[src/rtl/fsr_pkg.sv]
// Shared types and helpers for the frame memory to display streamer.
// Assumes the pixel word is 32 bits with colour in bits 23:0.
package fsr_pkg;
    localparam int WORD_W = 32;
    typedef logic [WORD_W-1:0] word_t;

    // Clears the unused top byte and keeps the colour bits.
    function automatic word_t strip_pad(input word_t w);
        return {8'h00, w[23:0]};
    endfunction
endpackage

[src/rtl/fsr_reader.sv]
// Address generator and read-return tagger.
// Issues one read per cycle while allowed, walking stored rows from the last
// one back to the first, x ascending in each row. A shift register of valid
// bits follows each read so that returned data, arriving MEM_LAT cycles after
// its enable, is tagged. Assumes ADDR_W >= 2*DIM_W and nonzero dimensions at launch.
module fsr_reader #(
    parameter int ADDR_W  = 20,
    parameter int DIM_W   = 10,
    parameter int MEM_LAT = 2
) (
    input  logic              clk,
    input  logic              rst_n,
    input  logic              launch,
    input  logic [DIM_W-1:0]  width,
    input  logic [DIM_W-1:0]  height,
    input  logic              may_issue,
    output logic [ADDR_W-1:0] rd_addr,
    output logic              rd_en,
    output logic              issue_idle,
    output logic              ret_vld
);
    localparam int PW = 2 * DIM_W;

    logic              active_q;
    logic [DIM_W-1:0]  w_q;
    logic [DIM_W-1:0]  x_q;
    logic [DIM_W-1:0]  rows_left_q;
    logic [ADDR_W-1:0] base_q;
    logic [PW-1:0]     top_row_base;

    assign top_row_base = PW'(height - 1'b1) * PW'(width);
    assign rd_en        = active_q && may_issue;
    assign rd_addr      = base_q + ADDR_W'(x_q);
    assign issue_idle   = !active_q;

    // Walk counters: load on launch, advance on each issued read.
    always_ff @(posedge clk) begin
        if (!rst_n) begin
            active_q    <= 1'b0;
            w_q         <= '0;
            x_q         <= '0;
            rows_left_q <= '0;
            base_q      <= '0;
        end else if (launch) begin
            active_q    <= 1'b1;
            w_q         <= width;
            x_q         <= '0;
            rows_left_q <= height;
            base_q      <= ADDR_W'(top_row_base);
        end else if (rd_en) begin
            if (x_q == w_q - 1'b1) begin
                x_q         <= '0;
                base_q      <= base_q - ADDR_W'(w_q);
                rows_left_q <= rows_left_q - 1'b1;
                if (rows_left_q == DIM_W'(1)) begin
                    active_q <= 1'b0;
                end
            end else begin
                x_q <= x_q + 1'b1;
            end
        end
    end

    generate
        if (MEM_LAT == 1) begin : g_lat1
            logic tag_q;
            // Single-stage return tag.
            always_ff @(posedge clk) begin
                if (!rst_n) tag_q <= 1'b0;
                else        tag_q <= rd_en;
            end
            assign ret_vld = tag_q;
        end else begin : g_latn
            logic [MEM_LAT-1:0] tag_q;
            // Multi-stage return tag shift register.
            always_ff @(posedge clk) begin
                if (!rst_n) tag_q <= '0;
                else        tag_q <= {tag_q[MEM_LAT-2:0], rd_en};
            end
            assign ret_vld = tag_q[MEM_LAT-1];
        end
    endgenerate

    AST_ADDR_IN_ROW: assert property (@(posedge clk) disable iff (!rst_n)
        rd_en |-> (x_q < w_q) && (rows_left_q != '0));
endmodule

[src/rtl/fsr_filter.sv]
// Pass-through filter stage with LAT register stages (LAT = 0 is a wire).
// The top byte is cleared on entry. Only valid bits are reset.
module fsr_filter #(
    parameter int LAT = 3
) (
    input  logic          clk,
    input  logic          rst_n,
    input  logic          in_vld,
    input  fsr_pkg::word_t in_data,
    output logic          out_vld,
    output fsr_pkg::word_t out_data
);
    import fsr_pkg::*;

    word_t clean;
    assign clean = strip_pad(in_data);

    generate
        if (LAT == 0) begin : g_wire
            assign out_vld  = in_vld;
            assign out_data = clean;
        end else begin : g_pipe
            logic [LAT-1:0] v_q;
            word_t          d_q [LAT];
            // Stage 0 captures the cleaned input.
            always_ff @(posedge clk) begin
                if (!rst_n) v_q[0] <= 1'b0;
                else        v_q[0] <= in_vld;
                d_q[0] <= clean;
            end
            for (genvar s = 1; s < LAT; s++) begin : g_stage
                // Each later stage copies its predecessor.
                always_ff @(posedge clk) begin
                    if (!rst_n) v_q[s] <= 1'b0;
                    else        v_q[s] <= v_q[s-1];
                    d_q[s] <= d_q[s-1];
                end
            end
            assign out_vld  = v_q[LAT-1];
            assign out_data = d_q[LAT-1];
        end
    endgenerate
endmodule

[src/rtl/fsr_fifo.sv]
// Synchronous FIFO with a combinational head output and an occupancy count.
// Assumes DEPTH is a power of two. The caller guarantees no write when full
// and no read when empty.
module fsr_fifo #(
    parameter int DEPTH = 32
) (
    input  logic                     clk,
    input  logic                     rst_n,
    input  logic                     wr_en,
    input  fsr_pkg::word_t           wr_data,
    input  logic                     rd_en,
    output fsr_pkg::word_t           head,
    output logic                     full,
    output logic                     empty,
    output logic [$clog2(DEPTH):0]   count
);
    import fsr_pkg::*;
    localparam int AW = $clog2(DEPTH);

    word_t           mem_q [DEPTH];
    logic [AW-1:0]   wp_q;
    logic [AW-1:0]   rp_q;
    logic [AW:0]     cnt_q;

    assign head  = mem_q[rp_q];
    assign full  = (cnt_q == (AW+1)'(DEPTH));
    assign empty = (cnt_q == '0);
    assign count = cnt_q;

    // Storage write.
    always_ff @(posedge clk) begin
        if (wr_en) mem_q[wp_q] <= wr_data;
    end

    // Pointer and occupancy update.
    always_ff @(posedge clk) begin
        if (!rst_n) begin
            wp_q  <= '0;
            rp_q  <= '0;
            cnt_q <= '0;
        end else begin
            if (wr_en) wp_q <= wp_q + 1'b1;
            if (rd_en) rp_q <= rp_q + 1'b1;
            if (wr_en && !rd_en)      cnt_q <= cnt_q + 1'b1;
            else if (rd_en && !wr_en) cnt_q <= cnt_q - 1'b1;
        end
    end

    AST_NO_OVERFLOW:  assert property (@(posedge clk) disable iff (!rst_n)
        wr_en |-> !full);
    AST_NO_UNDERFLOW: assert property (@(posedge clk) disable iff (!rst_n)
        rd_en |-> !empty);
endmodule

[src/rtl/fsr_drain.sv]
// Drain controller: waits for the FIFO to fill, or for an end-of-frame flush
// request, then presents the FIFO head to the sink until the FIFO is empty.
module fsr_drain (
    input  logic clk,
    input  logic rst_n,
    input  logic fifo_full,
    input  logic fifo_empty,
    input  logic flush_req,
    input  logic sink_ready,
    output logic out_valid,
    output logic pop
);
    logic burst_q;

    assign out_valid = burst_q && !fifo_empty;
    assign pop       = out_valid && sink_ready;

    // Burst state: enter on full or flush, leave once empty.
    always_ff @(posedge clk) begin
        if (!rst_n) begin
            burst_q <= 1'b0;
        end else if (!burst_q) begin
            if (fifo_full || flush_req) burst_q <= 1'b1;
        end else if (fifo_empty) begin
            burst_q <= 1'b0;
        end
    end

    AST_BURST_HAS_DATA: assert property (@(posedge clk) disable iff (!rst_n)
        $rose(burst_q) |-> !fifo_empty);
endmodule

[src/rtl/fmem_disp_streamer.sv]
// Top: frame memory to display streamer.
// Launches a frame on an accepted start, issues reads under a credit check
// (FIFO count plus reads in flight below DEPTH), filters returns, buffers them
// in a FIFO, and drains in full-FIFO bursts with an end-of-frame flush.
// Assumes the memory returns data MEM_LAT cycles after each enable cycle.
module fmem_disp_streamer #(
    parameter int ADDR_W     = 20,
    parameter int DIM_W      = 10,
    parameter int FIFO_DEPTH = 32,
    parameter int MEM_LAT    = 2,
    parameter int FILT_LAT   = 3
) (
    input  logic              clk,
    input  logic              rst_n,
    input  logic              start,
    input  logic [DIM_W-1:0]  img_width,
    input  logic [DIM_W-1:0]  img_height,
    output logic [ADDR_W-1:0] mem_addr,
    output logic              mem_rd_en,
    input  logic [31:0]       mem_rdata,
    output logic [31:0]       pix_data,
    output logic              pix_valid,
    input  logic              pix_ready,
    output logic              frame_done
);
    import fsr_pkg::*;
    localparam int CW = $clog2(FIFO_DEPTH) + 1;
    localparam int PW = 2 * DIM_W;

    logic          busy_q;
    logic          done_q;
    logic [PW-1:0] total_q;
    logic [PW-1:0] accepted_q;
    logic [CW-1:0] inflight_q;
    logic          launch;
    logic          may_issue;
    logic          issue_idle;
    logic          ret_vld;
    logic          filt_vld;
    word_t         filt_data;
    word_t         head;
    logic          f_full;
    logic          f_empty;
    logic [CW-1:0] f_count;
    logic          flush_req;
    logic          pop;
    logic          last_pop;

    assign launch    = start && !busy_q && (img_width != '0) && (img_height != '0);
    assign may_issue = ({1'b0, f_count} + {1'b0, inflight_q}) < (CW+1)'(FIFO_DEPTH);
    assign flush_req = busy_q && issue_idle && (inflight_q == '0) && !f_empty;
    assign last_pop  = pop && (accepted_q == total_q - 1'b1);
    assign pix_data  = head;
    assign frame_done = done_q;

    fsr_reader #(.ADDR_W(ADDR_W), .DIM_W(DIM_W), .MEM_LAT(MEM_LAT)) u_reader (
        .clk(clk), .rst_n(rst_n), .launch(launch),
        .width(img_width), .height(img_height), .may_issue(may_issue),
        .rd_addr(mem_addr), .rd_en(mem_rd_en), .issue_idle(issue_idle),
        .ret_vld(ret_vld)
    );

    fsr_filter #(.LAT(FILT_LAT)) u_filter (
        .clk(clk), .rst_n(rst_n), .in_vld(ret_vld), .in_data(mem_rdata),
        .out_vld(filt_vld), .out_data(filt_data)
    );

    fsr_fifo #(.DEPTH(FIFO_DEPTH)) u_fifo (
        .clk(clk), .rst_n(rst_n), .wr_en(filt_vld), .wr_data(filt_data),
        .rd_en(pop), .head(head), .full(f_full), .empty(f_empty), .count(f_count)
    );

    fsr_drain u_drain (
        .clk(clk), .rst_n(rst_n), .fifo_full(f_full), .fifo_empty(f_empty),
        .flush_req(flush_req), .sink_ready(pix_ready),
        .out_valid(pix_valid), .pop(pop)
    );

    // Frame bookkeeping: busy window, pixel total, accepted count, done pulse.
    always_ff @(posedge clk) begin
        if (!rst_n) begin
            busy_q     <= 1'b0;
            done_q     <= 1'b0;
            total_q    <= '0;
            accepted_q <= '0;
        end else begin
            done_q <= last_pop;
            if (launch) begin
                busy_q     <= 1'b1;
                total_q    <= PW'(img_width) * PW'(img_height);
                accepted_q <= '0;
            end else begin
                if (pop)      accepted_q <= accepted_q + 1'b1;
                if (last_pop) busy_q     <= 1'b0;
            end
        end
    end

    // Reads issued but not yet written into the FIFO.
    always_ff @(posedge clk) begin
        if (!rst_n) begin
            inflight_q <= '0;
        end else if (mem_rd_en && !filt_vld) begin
            inflight_q <= inflight_q + 1'b1;
        end else if (filt_vld && !mem_rd_en) begin
            inflight_q <= inflight_q - 1'b1;
        end
    end

    AST_DONE_PULSE: assert property (@(posedge clk) disable iff (!rst_n)
        frame_done |=> !frame_done);
    AST_HOLD_STALL: assert property (@(posedge clk) disable iff (!rst_n)
        pix_valid && !pix_ready |=> pix_valid && $stable(pix_data));
    AST_PAD_ZERO: assert property (@(posedge clk) disable iff (!rst_n)
        pix_valid |-> pix_data[31:24] == 8'h00);
    AST_START_IGNORED: assert property (@(posedge clk) disable iff (!rst_n)
        start && busy_q && !last_pop |=> total_q == $past(total_q));
    AST_IDLE_NO_READ: assert property (@(posedge clk) disable iff (!rst_n)
        !busy_q |-> !mem_rd_en);
endmodule

[config.mk]
export PLATFORM = sky130hd
export DESIGN_NAME = fmem_disp_streamer
export DESIGN_NICKNAME = d
export VERILOG_FILES = /design/src/rtl/fsr_pkg.sv /design/src/rtl/fsr_reader.sv /design/src/rtl/fsr_filter.sv /design/src/rtl/fsr_fifo.sv /design/src/rtl/fsr_drain.sv /design/src/rtl/fmem_disp_streamer.sv
export SDC_FILE = /design/constraint.sdc
export NUM_CORES = 2
export LEC_CHECK = 0
export BUFFER_PORTS_ARGS = -buffer_cell sky130_fd_sc_hd__buf_2
export CORE_ASPECT_RATIO = 0.7
export CORE_MARGIN = 8
export CORE_UTILIZATION = 35
export CTS_CLUSTER_SIZE = 20
export DETAILED_ROUTE_END_ITERATION = 7
export GPL_ROUTABILITY_DRIVEN = 0
export PLACE_DENSITY_LB_ADDON = 0.12
export SLEW_MARGIN = 20
export SYNTH_ARGS = -nofsm -noshare
export SYNTH_HDL_FRONTEND = slang
export SYNTH_SLANG_ARGS = --single-unit
[constraint.sdc]
create_clock -name clk -period 6.3 [get_ports clk]
set_clock_uncertainty 0.2 [all_clocks]
set_input_delay 0.945 -clock clk [delete_from_list [all_inputs] [get_ports clk]]
set_output_delay 0.945 -clock clk [all_outputs]
set_load 0.01 [all_outputs]
==> impl_metrics.json <==
{
  "clock_latency_ns": 0.70,
  "cp_num_cells": 27,
  "core_area_um2": 128700,
  "drv_slew": 0,
  "grt_usage": 0.1636,
  "arrival_ns": 6.58,
  "dieArea_um2": 141800,
  "synth_edf_count": 768,
  "crit_fanout": 4,
  "die_width_um": 446.7,
  "start_util": 0.3532,
  "netlist_area_um2": 45460,
  "vias": 25770,
  "crit_type": "input port to flip-flop",
  "setup_ws_ns": 0.1709,
  "yosysWarningCount": 0,
  "synthToLayoutAreaGrowth_pct": 16.11,
  "grt_max_degree": 93,
  "r2r_cells": 14,
  "first_global_vias": 26700,
  "layout.nets": 3562,
  "worst_path_max_delay_cell": "fa_1",
  "hpwl_um": 73960,
  "cts_max_path_buffers": 3,
  "yosysSeqAreaShare": 0.5945,
  "ys_ff_latch": 966,
  "first_pass_iters": 5,
  "cts_made_buffers": 100,
  "holdPathStages": 0,
  "root_buffer": "clkbuf_16",
  "drc": 0,
  "synth-main-ff-cell": "edfxtp_1",
  "pin_count": 111,
  "hold_violations": 0,
  "drv_cap": 0,
  "final_common_cell": "edfxtp_1",
  "vdd_drop_max_mv": 0.2101,
  "avgRoutedWirePerCell_um": 23.34,
  "viasPerCell": 5.117,
  "fin_setup_tns_ns": 0,
  "drive_above_1_share": 0.2314,
  "setup_viol": 0,
  "clk_pin_slew_worst_paths_ns": 0.06,
  "critPathTopFamily": "adder cells",
  "clkSinkCount": 966,
  "powerDensity_nw_per_um2": 331.5,
  "cts_tree": "yes",
  "worst_pin_slew_ns": 1.114,
  "min_period_ns": 6.129,
  "path_buf_inv": 7,
  "portBuffers": 94,
  "start_kind": "input port",
  "timing.slew.headroom": 0.2570,
  "h-tree-depth": 3,
  "fmax_mhz": 163.2,
  "first_iter_violations": 2221,
  "outcome": "finished clean",
  "synthArstFlopShare": 0,
  "ys_types": 69,
  "grt_pass1_wl_um": 175800,
  "power_uw": 17500,
  "dpl_worst_slack_ns": -0.6332,
  "netlist_instances": 2997,
  "crit_top_cell": "fa_1",
  "die_y_um": 317.5,
  "final_cell_mix": "edfxtp_1 (768), mux4_2 (240), inv_1 (224), nand2_1 (214), dfxtp_1 (191)",
  "p_leak_uw": 0.01857,
  "ant_nets": 0,
  "worst_ep_required_time_ns": 6.75,
  "core.rowCount": 110,
  "utilization": 0.4101,
  "finalCritPeriodShare": 0.9729,
  "critPathCaptureType": "flip-flop",
  "post_synth.cell_area_avg_um2": 15.17,
  "antenna_found_initial": 5,
  "grt-ovfl-total": 0,
  "hp-class": "flip-flop to flip-flop",
  "wl_um": 117600,
  "cpPeakStageDelay_ns": 0.54
}
## routing by layer
layer | GRT usage | part of all wire
met2 | 0.2478 | 0.45
met3 | 0.02627 | 0.044
met4 | 0.02845 | 0.014
met1 | 0.2508 | 0.50
met5 | 0 | 0
## path summary, 6_finish.rpt
check                                                         from                                 end  slack, ns
worst min register to register  u_filter.g_pipe.d_q[0][54]$_DFF_P_  u_filter.g_pipe.d_q[0][86]$_DFF_P_       0.11
worst min-delay path            u_filter.g_pipe.d_q[0][54]$_DFF_P_  u_filter.g_pipe.d_q[0][86]$_DFF_P_       0.11
worst max-delay path                                 img_height[2]    u_reader.base_q[18]$_SDFFE_PN0P_       0.17
worst max register to register        u_fifo.count[5]$_SDFFE_PN0P_          inflight_q[5]$_SDFFE_PN0P_       2.11
## registers in the layout, indices dropped and copies added (netlist names), named ones only
register	count
accepted_q	20
busy_q	1
frame_done	1
inflight_q	6
total_q	20
u_drain.burst_q	1
u_fifo.count	6
u_fifo.mem_q	768
u_fifo.rp_q	5
u_fifo.wp_q	5
u_filter.g_pipe.d_q	72
u_filter.g_pipe.v_q	2
u_filter.out_vld	1
u_reader.active_q	1
u_reader.base_q	20
u_reader.g_latn.tag_q	2
u_reader.rows_left_q	10
u_reader.w_q	10
u_reader.x_q	10
## through the flow
| step | instance area (um^2) | cells | hold WS [ns] |
|---|---|---|---|
| 6_report | 52780 | 5036 | 0.1122 |
| 5_1_grt | 52780 | 5035 | 0.07648 |
| 3_3_place_gp | 49150 | 4842 | 0.1098 |
| 4_1_cts | 52710 | 5032 | 0.07151 |
| 3_5_place_dp | 49150 | 4842 | 0.1121 |
| 2_1_floorplan | 45640 | 3004 | 0.1096 |
## where the power goes
group          total [uW]  internal (uW)  switching [uW]  leakage [uW]
Sequential           7200           6990             206       0.00854
Clock                6340           3730            2610       0.00173
Combinational        3960           1880            2080       0.00830
## cell type report
type | count | area, um^2
diodes | 2 | 5.005
clock buffers | 125 | 2691
fillers | 11670 | 75910
clock inverters | 65 | 873.3
inverters | 227 | 852.1
flip-flops and latches | 966 | 27040
repair buffers | 249 | 1713
well taps | 1736 | 2172
multi-input cells | 1666 | 17430
## cell usage after synthesis (19+ instances only)
library cell  count  area (um^2)
a21oi_1          95        475.5
buf_1            23        86.33
nor4_1           19        118.9
inv_1           227        852.1
dfxtp_1         198         3964
nand3_1          34        170.2
ha_1            136         1702
xnor2_1         100        875.8
nor3_1           36        180.2
and2_1           91        569.3
nor2_1          149        559.3
mux2_2           26        292.8
nand2_1         216        810.8
edfxtp_1        768        23060
nor2b_1          25        156.4
or3_1            19        118.9
a211oi_1         20        150.1
o21ai_0          42        210.2
mux4_2          240         5405
nand4_1          25        156.4
fa_1            160         3203
clkbuf_1        109        409.1
xor2_1           59        516.8
## repair_timing
item,4_1_cts,5_1_grt
gates resized for setup,0,7
hold buffers,0,0
setup endpoints to repair,0,3
buffers inserted,0,2
## logic make-up after synthesis
kind of cell    Yosys count  share of synthesized area
fa+ha+maj               296                     0.1079
mux                     281                     0.1287
xor+xnor                159                    0.03064
other cells               1                 0.00008250
buf+inv                 372                    0.03165
compound gates          245                    0.03366
flops                   966                     0.5945
simple gates            677                    0.07286
(Power assumes the default switching activity.)
